[src/rtl/wdog_pkg.sv]
package wdog_pkg;

  localparam logic [7:0] KEY_ARM  = 8'h55;
  localparam logic [7:0] KEY_FIRE = 8'hAA;

  // Strobes from the key/rate control to the counting datapath.
  typedef struct packed {
    logic clearCnt;
    logic badKey;
  } wdogStrb_t;

  // Period exponent for a rate code: four steps of two, then steps of one.
  function automatic int rateExp(input int minExp, input logic [2:0] rate);
    int r;
    r = int'(rate);
    if (r <= 5) return minExp + 2 * (r - 1);
    return minExp + 8 + (r - 5);
  endfunction

endpackage

[src/rtl/wdog_ctrl.sv]
module wdog_ctrl
  import wdog_pkg::*;
#(
  parameter int RATE_W = 3,
  parameter int DATA_W = 8
) (
  input  logic              clk,
  input  logic              rstN,
  input  logic [RATE_W-1:0] rateSel,
  input  logic              wrEn,
  input  logic [DATA_W-1:0] wrData,
  output wdogStrb_t         strb
);

  logic [RATE_W-1:0] rateQ;
  logic armed;
  logic enabled, wrValid, isArm, isFire, svcDone, rateChg;

  assign enabled = |rateSel;
  assign wrValid = wrEn && enabled;
  assign isArm   = (wrData == KEY_ARM);
  assign isFire  = (wrData == KEY_FIRE);
  assign svcDone = wrValid && isFire && armed;
  assign rateChg = (rateSel != rateQ);

  always_comb begin
    strb.badKey   = wrValid && !isArm && !isFire;
    strb.clearCnt = svcDone || rateChg || strb.badKey || !enabled;
  end

  always_ff @(posedge clk) begin
    if (!rstN) begin
      rateQ <= '0;
      armed <= 1'b0;
    end else begin
      rateQ <= rateSel;
      if (!enabled)    armed <= 1'b0;
      else if (wrValid) armed <= isArm;
    end
  end

  // a fire byte is never accepted without a preceding arm byte
  a_r6_fire_needs_arm: assert property (@(posedge clk) disable iff (!rstN)
    (wrValid && isFire) |=> !armed);

endmodule

[src/rtl/wdog_count.sv]
module wdog_count
  import wdog_pkg::*;
#(
  parameter int RATE_W  = 3,
  parameter int MIN_EXP = 14,
  parameter int CNT_W   = MIN_EXP + 10
) (
  input  logic              clk,
  input  logic              rstN,
  input  logic [RATE_W-1:0] rateSel,
  input  logic              clkSel,
  input  logic              stopMode,
  input  logic              pseudoStop,
  input  logic              oscContinue,
  input  logic              refTick,
  input  logic              oscTick,
  input  wdogStrb_t         strb,
  output logic              resetReq
);

  logic [CNT_W-1:0] cnt;
  logic [CNT_W:0]   limitFull;
  logic [CNT_W-1:0] limitM1;
  logic tickSel, runOk, countEn, timeout;
  int   expSel;

  assign expSel    = rateExp(MIN_EXP, rateSel);
  assign limitFull = {{CNT_W{1'b0}}, 1'b1} << expSel;
  assign limitM1   = limitFull[CNT_W-1:0] - CNT_W'(1);

  assign tickSel = clkSel ? oscTick : refTick;
  assign runOk   = !stopMode || (pseudoStop && clkSel && oscContinue);
  assign countEn = tickSel && runOk;
  assign timeout = countEn && !strb.clearCnt && (cnt == limitM1);

  always_ff @(posedge clk) begin
    if (!rstN) begin
      cnt      <= '0;
      resetReq <= 1'b0;
    end else begin
      if (strb.clearCnt || timeout) cnt <= '0;
      else if (countEn)             cnt <= cnt + CNT_W'(1);
      resetReq <= (strb.badKey || timeout) && !resetReq;
    end
  end

  // a bad key always produces a request next cycle (none pending)
  a_r2_bad_key: assert property (@(posedge clk) disable iff (!rstN)
    (strb.badKey && !resetReq) |=> resetReq);
  // any clear strobe leaves the counter at zero
  a_r1_clear: assert property (@(posedge clk) disable iff (!rstN)
    strb.clearCnt |=> (cnt == '0));
  // counter stays below the selected period
  a_r3_bound: assert property (@(posedge clk) disable iff (!rstN)
    !strb.clearCnt |-> (cnt <= limitM1));
  // frozen stop mode holds the count
  a_r5_stop_hold: assert property (@(posedge clk) disable iff (!rstN)
    (stopMode && !(pseudoStop && clkSel && oscContinue) && !strb.clearCnt)
      |=> $stable(cnt));
  // disabled watchdog never requests
  a_r7_disabled: assert property (@(posedge clk) disable iff (!rstN)
    (rateSel == '0) |=> !resetReq);
  // request is a single-cycle pulse
  a_r9_pulse: assert property (@(posedge clk) disable iff (!rstN)
    resetReq |=> !resetReq);

endmodule

[src/rtl/keyed_watchdog.sv]
module keyed_watchdog
  import wdog_pkg::*;
#(
  parameter int RATE_W  = 3,
  parameter int DATA_W  = 8,
  parameter int MIN_EXP = 14
) (
  input  logic              clk,
  input  logic              rstN,
  input  logic [RATE_W-1:0] rateSel,
  input  logic              clkSel,
  input  logic              stopMode,
  input  logic              pseudoStop,
  input  logic              oscContinue,
  input  logic              refTick,
  input  logic              oscTick,
  input  logic              wrEn,
  input  logic [DATA_W-1:0] wrData,
  output logic              resetReq
);

  localparam int CNT_W = MIN_EXP + 10;

  wdogStrb_t strb;

  wdog_ctrl #(.RATE_W(RATE_W), .DATA_W(DATA_W)) uCtrl (
    .clk(clk), .rstN(rstN), .rateSel(rateSel),
    .wrEn(wrEn), .wrData(wrData), .strb(strb)
  );

  wdog_count #(.RATE_W(RATE_W), .MIN_EXP(MIN_EXP), .CNT_W(CNT_W)) uCount (
    .clk(clk), .rstN(rstN), .rateSel(rateSel), .clkSel(clkSel),
    .stopMode(stopMode), .pseudoStop(pseudoStop), .oscContinue(oscContinue),
    .refTick(refTick), .oscTick(oscTick), .strb(strb), .resetReq(resetReq)
  );

endmodule

[config.mk]
export PLATFORM = sky130hd
export DESIGN_NAME = keyed_watchdog
export DESIGN_NICKNAME = d
export VERILOG_FILES = /design/src/rtl/wdog_pkg.sv /design/src/rtl/wdog_ctrl.sv /design/src/rtl/wdog_count.sv /design/src/rtl/keyed_watchdog.sv
export SDC_FILE = /design/constraint.sdc
export NUM_CORES = 1
export LEC_CHECK = 0
export BUFFER_PORTS_ARGS = -buffer_cell sky130_fd_sc_hd__buf_4
export CORE_ASPECT_RATIO = 1.4
export CORE_MARGIN = 8
export CORE_UTILIZATION = 50
export CTS_CLUSTER_SIZE = 16
export DETAILED_ROUTE_END_ITERATION = 7
export GPL_ROUTABILITY_DRIVEN = 0
export GPL_TIMING_DRIVEN = 0
export PLACE_DENSITY_LB_ADDON = 0.1
export SETUP_SLACK_MARGIN = 0.4
export SLEW_MARGIN = 20
export SYNTH_ARGS = -nofsm -noshare
export SYNTH_HDL_FRONTEND = slang
export SYNTH_SLANG_ARGS = --single-unit
[constraint.sdc]
create_clock -name clk -period 6.4 [get_ports clk]
set_clock_uncertainty 0.1 [all_clocks]
set_input_delay 0.32 -clock clk [delete_from_list [all_inputs] [get_ports clk]]
set_output_delay 0.32 -clock clk [all_outputs]
set_load 0.05 [all_outputs]
==> results of run 1 <==
==> cells in the final DEF, fill, tap and decap left out, drive strengths merged, types with 4 or more instances in the layout <==
cell	n
o211a	5
or2	4
nand2	40
or4bb	4
o21ai	13
nand4	12
xnor2	24
o211ai	7
a31oi	4
xor2	25
and2	5
o22ai	5
nor4	7
clkbuf	16
buf	42
o31ai	4
ha	15
nand3	20
nor2	29
dfxtp	29
inv	13
and3	8
mux2i	4
a21oi	9
or4	4
or3	4
nor3	40
nor2b	6
==> worst max-delay path, cell delays in order <==
cell	delay [ns]
buf_4	0.11
buf_6	0.16
inv_8	0.06
ha_1	0.30
clkbuf_4	0.19
buf_4	0.18
buf_4	0.18
and3_1	0.17
ha_1	0.22
nor4b_4	0.28
nand4_1	0.17
clkbuf_8	0.19
a21oi_4	0.16
nand3_2	0.13
or2_2	0.31
ha_2	0.22
inv_2	0.10
nand2_1	0.08
o311a_1	0.14
or4_4	0.43
nand3_1	0.10
nor4b_4	0.19
or4b_4	0.53
a2111oi_4	0.23
and4_1	0.25
buf_6	0.15
buf_12	0.14
nor3_2	0.05
==> Yosys cell counts (4+ instances only) <==
library cell / n
xor2_1: 25
o211ai_1: 6
nand3_1: 20
o22ai_1: 4
inv_1: 12
o31ai_1: 4
clkbuf_1: 9
nor2b_1: 6
buf_2: 8
o21ai_0: 9
nor3_1: 21
and3_1: 8
or3_1: 4
a21oi_1: 8
xnor2_1: 24
a31oi_1: 4
nor3_2: 19
nand2_1: 39
o21ai_1: 4
mux2i_1: 4
nand4_1: 12
or4bb_1: 4
and2_1: 5
ha_1: 15
nor2_1: 28
dfxtp_1: 29
o211a_1: 5
nor4_1: 7
==> routing by layer <==
| layer | part of all wire (%) | global-route usage [%] |
|---|---|---|
| met3 | 4.7 | 2.12 |
| met5 | 0 | 0 |
| met2 | 51 | 36.2 |
| met4 | 5.5 | 11.7 |
| met1 | 39 | 22.7 |
==> sequential cells by signal, indices dropped and copies added, names as in the netlist <==
register / flops
uCtrl.armed: 1
uCount.resetReq: 1
uCount.cnt: 24
uCtrl.rateQ: 3
==> power by group through the flow <==
stage | combinational [uW] | clock (uW) | sequential [uW]
global route | 219 | 179 | 183
floorplan | 131 | 0 | 188
detailed placement | 180 | 0 | 187
finish | 203 | 167 | 183
CTS | 191 | 171 | 183
global placement | 179 | 0 | 187
==> timing repair <==
action	4_1_cts	5_1_grt
pin swaps	3	4
setup buffers	4	6
endpoints found under the hold margin	0	0
setup endpoints to repair	25	25
gates resized for setup	17	9
==> worst max-delay path by stage <==
stage / from / end / slack, ns / depth (start not counted)
CTS: rateSel[0] / uCount.cnt[9] / 0.45 / 28
global route: rateSel[0] / uCount.cnt[19] / 0.44 / 27
global placement: rateSel[0] / uCount.cnt[8] / -0.85 / 28
finish: rateSel[0] / uCount.cnt[9] / 0.68 / 28
detailed placement: rateSel[0] / uCount.cnt[12] / -0.88 / 28
floorplan: rateSel[0] / uCount.cnt[1] / 0.54 / 27
==> cell families after synthesis <==
kind of cell | count (synthesis) | synth area share (%)
DFF | 29 | 17.5
other | 1 | 0.113
muxes | 4 | 1.21
buffers and inverters | 35 | 5.69
and+or+nand+nor | 203 | 36.9
AOI/OAI and AO/OA | 85 | 20.0
adders and majority gates | 15 | 5.66
xor gates and xnor gates | 49 | 12.9
==> area by class of cell <==
class | instances | area share (%)
clock inverters | 1 | 0.131
plain buffers | 22 | 4.25
flip-flops and latches | 29 | 15.2
inverters | 13 | 1.47
repair buffers | 29 | 5.69
well taps | 74 | 2.42
multi-input cells | 357 | 68.4
clock buffers | 7 | 2.52
==> per-stage QoR <==
stage / hold slack (ns) / cell area, sq um
6_report: 0.189 / 3830
5_1_grt: 0.200 / 3830
4_1_cts: 0.183 / 3750
3_5_place_dp: 0.406 / 3550
3_3_place_gp: 0.378 / 3550
2_1_floorplan: 0.334 / 3320
==> results by group, run 1 <==
Status
  – Status: complete, no violations

Timing
  – Setup TNS: 0 ns
  – Final WS setup: 0.678 ns
  – Period minus WS final: 5.72 ns
  – Max Slew Vio Count: 0
  – Slew margin rel.: 49.1%
  – Share of the clock period used by the worst path: 89.4%
  – Max Fclk: 175 MHz
  – Hold Fails Final Rpt: 0
  – Unrepaired setup endpoints after global routing: false
  – # setup viols final: 0
  – Worst slew pin tran: 0.759 ns

Worst setup path
  – CP Data Required Time: 6.44 ns
  – Reg2Reg Depth: 11
  – Reg-to-reg slack, setup: 3.15 ns
  – Reg-to-reg endpoint: uCount.cnt[9]
  – CP startpoint kind: primary input
  – Arrival @ worst endpoint: 5.76 ns
  – Worst reg2reg path startpoint: uCtrl.rateQ[1]
  – Crit path max fanout: 10
  – CP endpoint kind: flip-flop
  – Type of the worst setup path: in -> reg

Global route
  – Antenna violations before repair: 0
  – Largest net degree at the start of global routing: 12
  – GRT Overall Usage: 20.3%
  – First-pass GRT wire length: 15900 um
  – GRT overflow: 0
  – Vias in the first global route: 3316

Yosys
  – Avg Synthesized Cell Area: 7.88 sq um
  – Most used flip-flop cell after synthesis: dfxtp_1
  – Synth top area cells: dfxtp_1 (17%), xor2_1 (6.6%), xnor2_1 (6.3%), nor3_2 (5.7%), ha_1 (5.7%)
  – Dominant cell type by area after synthesis: dfxtp_1
  – Post-synth cell types: 78
  – Sequential fraction of the synthesis area: 17.5%
  – Post-synth ARST share: 0%
  – Synth Net Count: 456
  – Synth warn: 0
  – Syn Std Cell Area: 3320 sq um
  – Synthesis-stage register bit count: 29
  – Top-area cell type share of the netlist area: 17.5%
  – Post-Synthesis Cells: 421
  – Post-synth EDFFs: 0

Pwr
  – Power per standard cell area: 144 nW/um^2
  – Internal power: 361 uW
  – Logic pwr share: 36.8%
  – P_leak: 0.00140 uW
  – Maximum VDD drop: 205 uV
  – Seq pwr share: 33.1%
  – Clock network power share: 30.1%
  – Net Sw Frac: 34.7%
  – Switching pwr: 192 uW
  – Final Total Pwr: 552 uW

Clock tree
  – CTS tree: built
  – Hold_buf cts: 0
  – Skew-Pair Late Insertion Delay: 0.28 ns
  – Max clock buf depth: 2
  – CTS Buf Count: 5
  – H-tree depth: 2
  – Clk sinks: 29
  – Worst-path clk slew: 0.07 ns
  – Clock root cell: clkbuf_8

Floorplan
  – Die height: 112 um
  – Rows: 35
  – Die Wd: 84.9 um
  – # IOs: 21
  – Initial Util: 50.9%
  – CORE AREA: 6530 sq um
  – Die area: 9540 sq um

Finish
  – N_diodes: 0
  – Final nets: 492
  – Post-layout util: 58.7%
  – P&R area growth vs syn: 15.3%
  – Fin cells: 532
  – Multi-input gate area in the final layout: 2620 sq um
  – Storage element area: 581 sq um
  – Filler Cells Inserted: 635
  – Fraction of layout cells with a size suffix above 1: 22.1%

Detailed routing
  – Routed length per instance: 17.8 um
  – Post-route ant nets: 0
  – DRC viols: 0
  – Total wire length: 9440 um
  – Initial DRC count: 267
  – Via count: 3399
  – DR vias/cell: 6.39
  – Router iterations before antenna repair: 5

Placement
  – DPL Wire Length: 7270 um
  – Pre-CTS setup slack: -0.880 ns
  – IO Port Bufs: 19
  – Cells after DPL: 514

Min path
  – Hold path cells: 2
  – Tightest Hold Check Type: in -> reg
  – Hold wc startpoint: rstN
  – Hold Path Sink: uCtrl.rateQ[1]

Job
  – Max Cap Violations: 0
Note: power is estimated with default switching activity, not from simulation.
==> inputs of run 2 (changes only) <==
--- a/config.mk
+++ b/config.mk
@@ -6,6 +6,7 @@
 export NUM_CORES = 1
 export LEC_CHECK = 0
 export BUFFER_PORTS_ARGS = -buffer_cell sky130_fd_sc_hd__buf_4
+export CAP_MARGIN = 10
 export CORE_ASPECT_RATIO = 1.4
 export CORE_MARGIN = 8
 export CORE_UTILIZATION = 50
@@ -13,7 +14,9 @@
 export DETAILED_ROUTE_END_ITERATION = 7
 export GPL_ROUTABILITY_DRIVEN = 0
 export GPL_TIMING_DRIVEN = 0
+export HOLD_SLACK_MARGIN = 0.15
 export PLACE_DENSITY_LB_ADDON = 0.1
+export REMOVE_ABC_BUFFERS = 1
 export SETUP_SLACK_MARGIN = 0.4
 export SLEW_MARGIN = 20
 export SYNTH_ARGS = -nofsm -noshare
==> run 2 against run 1 <==
Effect of this change: combinational power decreased by 5%; power shrank 4.7%; cell count shrank 4.9%; first-iteration DRC count down 11%; cell area shrank 5.1%; global-route usage shrank 1.2 points; flip-flop and latch count unchanged; critical path type unchanged; largest cell class unchanged.
==> results by group, run 2 (synthesis results as in run 1) <==
Finish
  – Final nets: 467 (-5.1%)
  – Largest Register: uCount.cnt
  – Filler Cells Inserted: 644 (+1.4%)
  – P&R area growth vs syn: 9.46%
  – Largest register FFs: 24 (unchanged)
  – Most frequent cells in the layout: nand2_1 (37), dfxtp_1 (29), nor2_1 (28), xor2_1 (25), xnor2_1 (24)
  – Biggest regs: uCount.cnt: 24 flops, uCtrl.rateQ: 3 flops
  – Fin cells: 506 (-4.9%)
  – N_diodes: 0 (unchanged)
  – Fraction of layout cells with a size suffix above 1: 18.5% (-3.5 points)
  – Most common cell after layout, fill and taps aside: nand2_1

Worst setup path
  – Worst reg2reg path startpoint: uCtrl.rateQ[1]
  – CP Data Required Time: 6.43 ns (about the same)
  – CP endpoint kind: flip-flop
  – Crit path max fanout: 31 (+21)
  – Type of the worst setup path: in -> reg
  – CP startpoint kind: primary input
  – Arrival @ worst endpoint: 5.71 ns (-0.05 ns)
  – Worst Setup SP: rateSel[0]

Pwr
  – Internal power: 341 uW (-5.6%)
  – Maximum VDD drop: 105 uV (-49%)
  – Logic pwr share: 36.4% (-0.4 points)
  – Seq pwr share: 34.7% (+1.6 points)
  – Power per standard cell area: 145 nW/um^2 (+0.39%)
  – Final Total Pwr: 526 uW (-4.7%)
  – Net Sw Frac: 35.3% (+0.60 points)
  – Switching pwr: 186 uW (-3.1%)
  – P_leak: 0.00128 uW (-8.5%)
  – Clock network power share: 28.8% (-1.3 points)

Global route
  – GRT Overall Usage: 19.2% (-1.2 points)
  – First-pass GRT wire length: 15200 um (-4.5%)
  – Antenna violations before repair: 0 (unchanged)
  – GRT overflow: 0 (unchanged)
  – Largest net degree at the start of global routing: 32 (+20)
  – Vias in the first global route: 3200 (-3.5%)

Detailed routing
  – Via count: 3327 (-2.1%)
  – Router iterations before antenna repair: 5 (unchanged)
  – DRC viols: 0 (unchanged)
  – Total wire length: 9010 um (-4.6%)
  – Routed length per instance: 17.8 um (+0.30%)
  – DR vias/cell: 6.58 (+2.9%)
  – Post-route ant nets: 0 (unchanged)
  – Initial DRC count: 238 (-11%)

Timing
  – Unrepaired setup endpoints after global routing: false
  – Max Fclk: 176 MHz (+0.83%)
  – # setup viols final: 0 (unchanged)
  – Hold Fails Final Rpt: 0 (unchanged)
  – Period minus WS final: 5.67 ns (-0.0474 ns)
  – Slew margin rel.: 46.5% (-2.5 points)
  – Share of the clock period used by the worst path: 88.7% (-0.74 points)
  – Worst slew pin tran: 0.797 ns (+0.0380 ns)
  – Max Slew Vio Count: 0 (unchanged)
  – Worst hold margin: 0.201 ns (+0.0122 ns)
  – Setup TNS: 0 ns (unchanged)

Floorplan
  – Die height: 112 um (unchanged)
  – Rows: 35 (unchanged)
  – # IOs: 21 (unchanged)
  – Die Wd: 84.9 um (unchanged)
  – Initial Util: 50.9% (unchanged)
  – CORE AREA: 6530 sq um (unchanged)
  – Die area: 9540 sq um (unchanged)

Status
  – Status: complete, no violations

Clock tree
  – Max clock buf depth: 2 (unchanged)
  – Skew-Pair Late Insertion Delay: 0.28 ns (about the same)
  – Clock root cell: clkbuf_8
  – Worst-path clk slew: 0.06 ns (about the same)
  – Clk sinks: 29 (unchanged)
  – H-tree depth: 2 (unchanged)
  – CTS tree: built
  – Hold_buf cts: 0 (unchanged)
  – CTS Buf Count: 5 (unchanged)

Job
  – Max Cap Violations: 0 (unchanged)

Min path
  – Tightest Hold Check Type: in -> reg
  – Hold wc startpoint: rstN

Placement
  – Cells after DPL: 493 (-4.1%)
  – IO Port Bufs: 20 (+1)
  – DPL Wire Length: 6610 um (-9.2%)
## run 2: final timing paths
| path | end | slack, ns | cells past startpoint |
|---|---|---|---|
| setup / recovery | uCount.cnt[20] | 0.73 | 20 |
| hold / removal | uCtrl.rateQ[1] | 0.20 | 2 |
| setup reg to reg | uCount.cnt[20] | 3.07 | 9 |
| hold reg to reg | uCount.resetReq | 0.40 | 2 |
## run 2: cell type report
type                       count  area [sq um]  area share [%]
clock buffer                   7          86.3            2.38
tap                           74          92.6            2.55
inverter                      13          51.3            1.41
timing repair buffer          23           180            4.96
sequential                    29           581            16.0
multi-input combinational    360          2640            72.7
## run 2: routing by layer
| layer | global-route usage (%) | up-vias | share of wire, % |
|---|---|---|---|
| met2 | 34.1 | 155 | 51 |
| met1 | 21.7 | 1540 | 40 |
| met5 | 0 | - | 0 |
| li1 | - | 1600 | - |
| met4 | 10.4 | 0 | 3.9 |
| met3 | 2.05 | 32 | 5.0 |
## run 2: power groups by stage
| stage | logic (uW) | clock network [uW] | registers (uW) |
|---|---|---|---|
| after floorplan | 122 | 0 | 188 |
| after global placement | 174 | 0 | 187 |
| after detailed placement | 174 | 0 | 187 |
| after CTS | 182 | 156 | 183 |
| after global routing | 208 | 162 | 183 |
| final | 192 | 152 | 183 |
## run 2: critical path, cell delays in order
cell       delay, ns
buf_8           0.16
or2_1           0.26
nor2_1          0.55
nand2_1         0.12
ha_1            0.30
nor4bb_4        0.30
nand4_1         0.23
a21oi_4         0.26
nand3_1         0.17
or2_2           0.31
ha_1            0.24
inv_1           0.16
a221oi_1        0.14
or4_4           0.53
nand3_1         0.09
nor4b_2         0.17
or4b_1          0.51
a2111oi_4       0.43
and4_4          0.38
nor3_1          0.07
## run 2: metrics by stage
stage / util (%) / cell area (sq um) / setup slack (ns)
detailed placement: 52.5 / 3420 / -1.04
global route: 55.7 / 3630 / 0.405
global placement: 52.4 / 3420 / -1.37
CTS: 55.0 / 3590 / 0.458
finish: 55.7 / 3630 / 0.726
floorplan: - / 3180 / 0.224
## run 2: timing repair
action | in CTS | in global routing
setup endpoints to repair | 25 | 25
pin swaps | 4 | 4
resized for setup | 11 | 6
gates cloned | 3 | 0
setup buffers | 1 | 2
==> inputs of run 3 (changes only) <==
--- a/config.mk
+++ b/config.mk
@@ -5,17 +5,19 @@
 export SDC_FILE = /design/constraint.sdc
 export NUM_CORES = 1
 export LEC_CHECK = 0
+export ABC_AREA = 1
 export BUFFER_PORTS_ARGS = -buffer_cell sky130_fd_sc_hd__buf_4
 export CAP_MARGIN = 10
 export CORE_ASPECT_RATIO = 1.4
 export CORE_MARGIN = 8
 export CORE_UTILIZATION = 50
+export CTS_CLUSTER_DIAMETER = 40
 export CTS_CLUSTER_SIZE = 16
 export DETAILED_ROUTE_END_ITERATION = 7
 export GPL_ROUTABILITY_DRIVEN = 0
 export GPL_TIMING_DRIVEN = 0
 export HOLD_SLACK_MARGIN = 0.15
-export PLACE_DENSITY_LB_ADDON = 0.1
+export PLACE_DENSITY = 0.68
 export REMOVE_ABC_BUFFERS = 1
 export SETUP_SLACK_MARGIN = 0.4
 export SLEW_MARGIN = 20
==> run 3 against run 2 <==
Effect of this change: clock power increased by 3%; critical path type unchanged; area after synthesis is 11% lower; power fell by 12%; flip-flop and latch count is the same; critical path depth grew 11; fmax is 17% higher; cell count up 16%.
==> results by group, run 3 <==
Yosys
  – Synthesis-stage register bit count: 29 (unchanged)
  – Top-area cell type share of the netlist area: 19.7% (+2.2 points)
  – Synth top area cells: dfxtp_1 (20%), nand2_1 (17%), nor2_1 (9.8%), inv_1 (8.8%), xor2_1 (8.6%)
  – Synth warn: 0 (unchanged)
  – Commonest cells in the netlist: nand2_1 (135), nor2_1 (77), inv_1 (69)
  – Post-Synthesis Cells: 493 (+17%)
  – Avg Synthesized Cell Area: 5.98 sq um (-24%)
  – Sequential fraction of the synthesis area: 19.7% (+2.2 points)
  – Most used flip-flop cell after synthesis: dfxtp_1
  – Cell with the most instances after synthesis: nand2_1
  – Dominant cell type by area after synthesis: dfxtp_1
  – Post-synth cell types: 34 (-56%)
  – Post-synth EDFFs: 0 (unchanged)
  – Syn Std Cell Area: 2950 sq um (-11%)
  – Post-synth ARST share: 0% (unchanged)

Pwr
  – P_leak: 0.00155 uW (+21%)
  – Power per standard cell area: 143 nW/um^2 (-1.1%)
  – Maximum VDD drop: 138 uV (+31%)

Detailed routing
  – Total wire length: 7100 um (-21%)
  – Metal-1 WL: 2890 um (-20%)
  – Initial DRC count: 114 (-52%)
  – Routed length per instance: 12.1 um (-32%)
  – DR vias/cell: 5.11 (-22%)
  – Post-route ant nets: 0 (unchanged)
  – DRC viols: 0 (unchanged)
  – Routed wl met3: 216 um (-52%)
  – Via count: 2993 (-10%)
  – Router iterations before antenna repair: 4 (-1)
  – Highest routed layer: met4
  – Detailed route wirelength on metal2: 3710 um (-19%)

Worst setup path
  – Type of the worst setup path: in -> reg
  – Crit path max fanout: 24 (-23%)
  – Worst reg2reg path startpoint: uCount.cnt[0]
  – CP endpoint kind: flip-flop
  – Most used cell, CP: nand2_1
  – CP max stage cell: dlygate4sd3_1
  – CP startpoint kind: primary input
  – Max incr delay on CP: 0.53 ns (-0.02 ns)
  – Worst Setup SP: rateSel[1]
  – CP Data Required Time: 6.46 ns (+0.03 ns)
  – Arrival @ worst endpoint: 4.92 ns (-0.79 ns)

Min path
  – Hold wc startpoint: rstN
  – Tightest Hold Check Type: in -> reg

Finish
  – Storage element area: 581 sq um (unchanged)
  – N_diodes: 0 (unchanged)
  – Filler Cells Inserted: 602 (-6.5%)
  – Biggest regs: uCount.cnt: 24 flops, uCtrl.rateQ: 3 flops
  – Most common cell after layout, fill and taps aside: nand2_1
  – P&R area growth vs syn: 9.55% (about the same)
  – Final nets: 551 (+18%)
  – Largest Register: uCount.cnt
  – Most frequent cells in the layout: nand2_1 (135), nor2_1 (77), inv_1 (69), nand3_1 (45)
  – Post-layout util: 55.9% (+0.20 points)
  – Fraction of layout cells with a size suffix above 1: 11.2% (-7.3 points)
  – Largest register FFs: 24 (unchanged)
  – Multi-input gate area in the final layout: 2020 sq um (-24%)

Clock tree
  – CTS Buf Count: 5 (unchanged)
  – CTS tree: built
  – Clk sinks: 29 (unchanged)
  – Max clock buf depth: 2 (unchanged)
  – Clock root cell: clkbuf_8
  – Post-CTS Resized: 0 (-11)
  – H-tree depth: 2 (unchanged)
  – Skew-Pair Late Insertion Delay: 0.28 ns (about the same)
  – Worst-path clk slew: 0.06 ns (about the same)

Floorplan
  – # IOs: 21 (unchanged)
  – Die Wd: 80.9 um (-4.7%)
  – Die height: 107 um (-4.9%)
  – Initial Util: 51.0% (+0.14 points)
  – Die area: 8640 sq um (-9.4%)
  – Rows: 33 (-5.7%)
  – CORE AREA: 5780 sq um (-11%)

Timing
  – Max Fclk: 206 MHz (+17%)
  – Period minus WS final: 4.85 ns (-0.821 ns)
  – Max Slew Vio Count: 0 (unchanged)
  – Share of the clock period used by the worst path: 75.8% (-13 points)
  – Unrepaired setup endpoints after global routing: false
  – Setup TNS: 0 ns (unchanged)
  – # setup viols final: 0 (unchanged)
  – Worst hold margin: 0.154 ns (-0.0475 ns)
  – Hold Fails Final Rpt: 0 (unchanged)

Global route
  – GRT overflow: 0 (unchanged)
  – Vias in the first global route: 2920 (-8.8%)
  – Largest net degree at the start of global routing: 25 (-22%)
  – First-pass GRT wire length: 12200 um (-20%)
  – GRT Overall Usage: 17.5% (-1.7 points)
  – Antenna violations before repair: 0 (unchanged)

Job
  – Max Cap Violations: 0 (unchanged)

Placement
  – DPL Wire Length: 5770 um (-13%)
  – IO Port Bufs: 20 (unchanged)

Status
  – Status: complete, no violations
run 3: power breakdown:
| group | internal (uW) | switching, uW | total (uW) |
|---|---|---|---|
| clock | 85.2 | 70.7 | 156 |
| combinational | 43.8 | 80.0 | 124 |
| sequential | 182 | 0.770 | 183 |
run 3: final timing paths:
check,endpoint,slack (ns),cells past startpoint
max,uCount.cnt[12],1.55,31
max reg2reg,uCount.cnt[22],3.65,14
min,uCtrl.rateQ[0],0.15,3
min reg2reg,uCount.resetReq,0.40,2
run 3: worst max-delay path: cells and delay by family:
kind	cells	cell delay, ns
AND/OR/NAND/NOR	22	2.39
adder cells (fa/ha/maj)	4	1.12
buffers and inverters	4	0.91
XOR/XNOR	1	0.15
run 3: what timing repair did:
action / 4_1_cts / 5_1_grt
hold endpoints to repair: 1 / 0
hold buffers: 1 / 0
setup endpoints to repair: 0 / 0
setup buffers: 0 / 0
run 3: routing by layer:
metal	vias up	GRT usage, %
li1	1582	-
met4	0	9.62
met3	20	3.02
met1	1340	17.2
met2	51	32.8
met5	-	0
run 3: logic make-up after synthesis:
group,share of synthesized area [%]
buffers and inverters,11.8
and+or+nand+nor,47.4
adders and majority gates,6.37
AOI/OAI and AO/OA,3.61
DFF,19.7
other,0.127
xor gates and xnor gates,11.0
run 3: through the flow:
| step | area, sq um | power (uW) | instances | setup slack (ns) |
|---|---|---|---|---|
| 6_report | 3230 | 463 | 586 | 1.55 |
| 5_1_grt | 3230 | 488 | 586 | 1.11 |
| 4_1_cts | 3230 | 465 | 586 | 1.56 |
| 3_5_place_dp | 3130 | 310 | 578 | 1.83 |
| 3_3_place_gp | 3130 | 308 | 578 | 1.88 |
| 2_1_floorplan | 2900 | 279 | 488 | 2.67 |
run 3: area by class of cell:
class                           count  share of cell area [%]
Clock buffer                        7                    2.67
Inverter                           78                    9.14
Multi-Input combinational cell    381                    62.5
Sequential cell                    29                    18.0
Tap cell                           70                    2.71
Timing Repair Buffer               21                    4.96
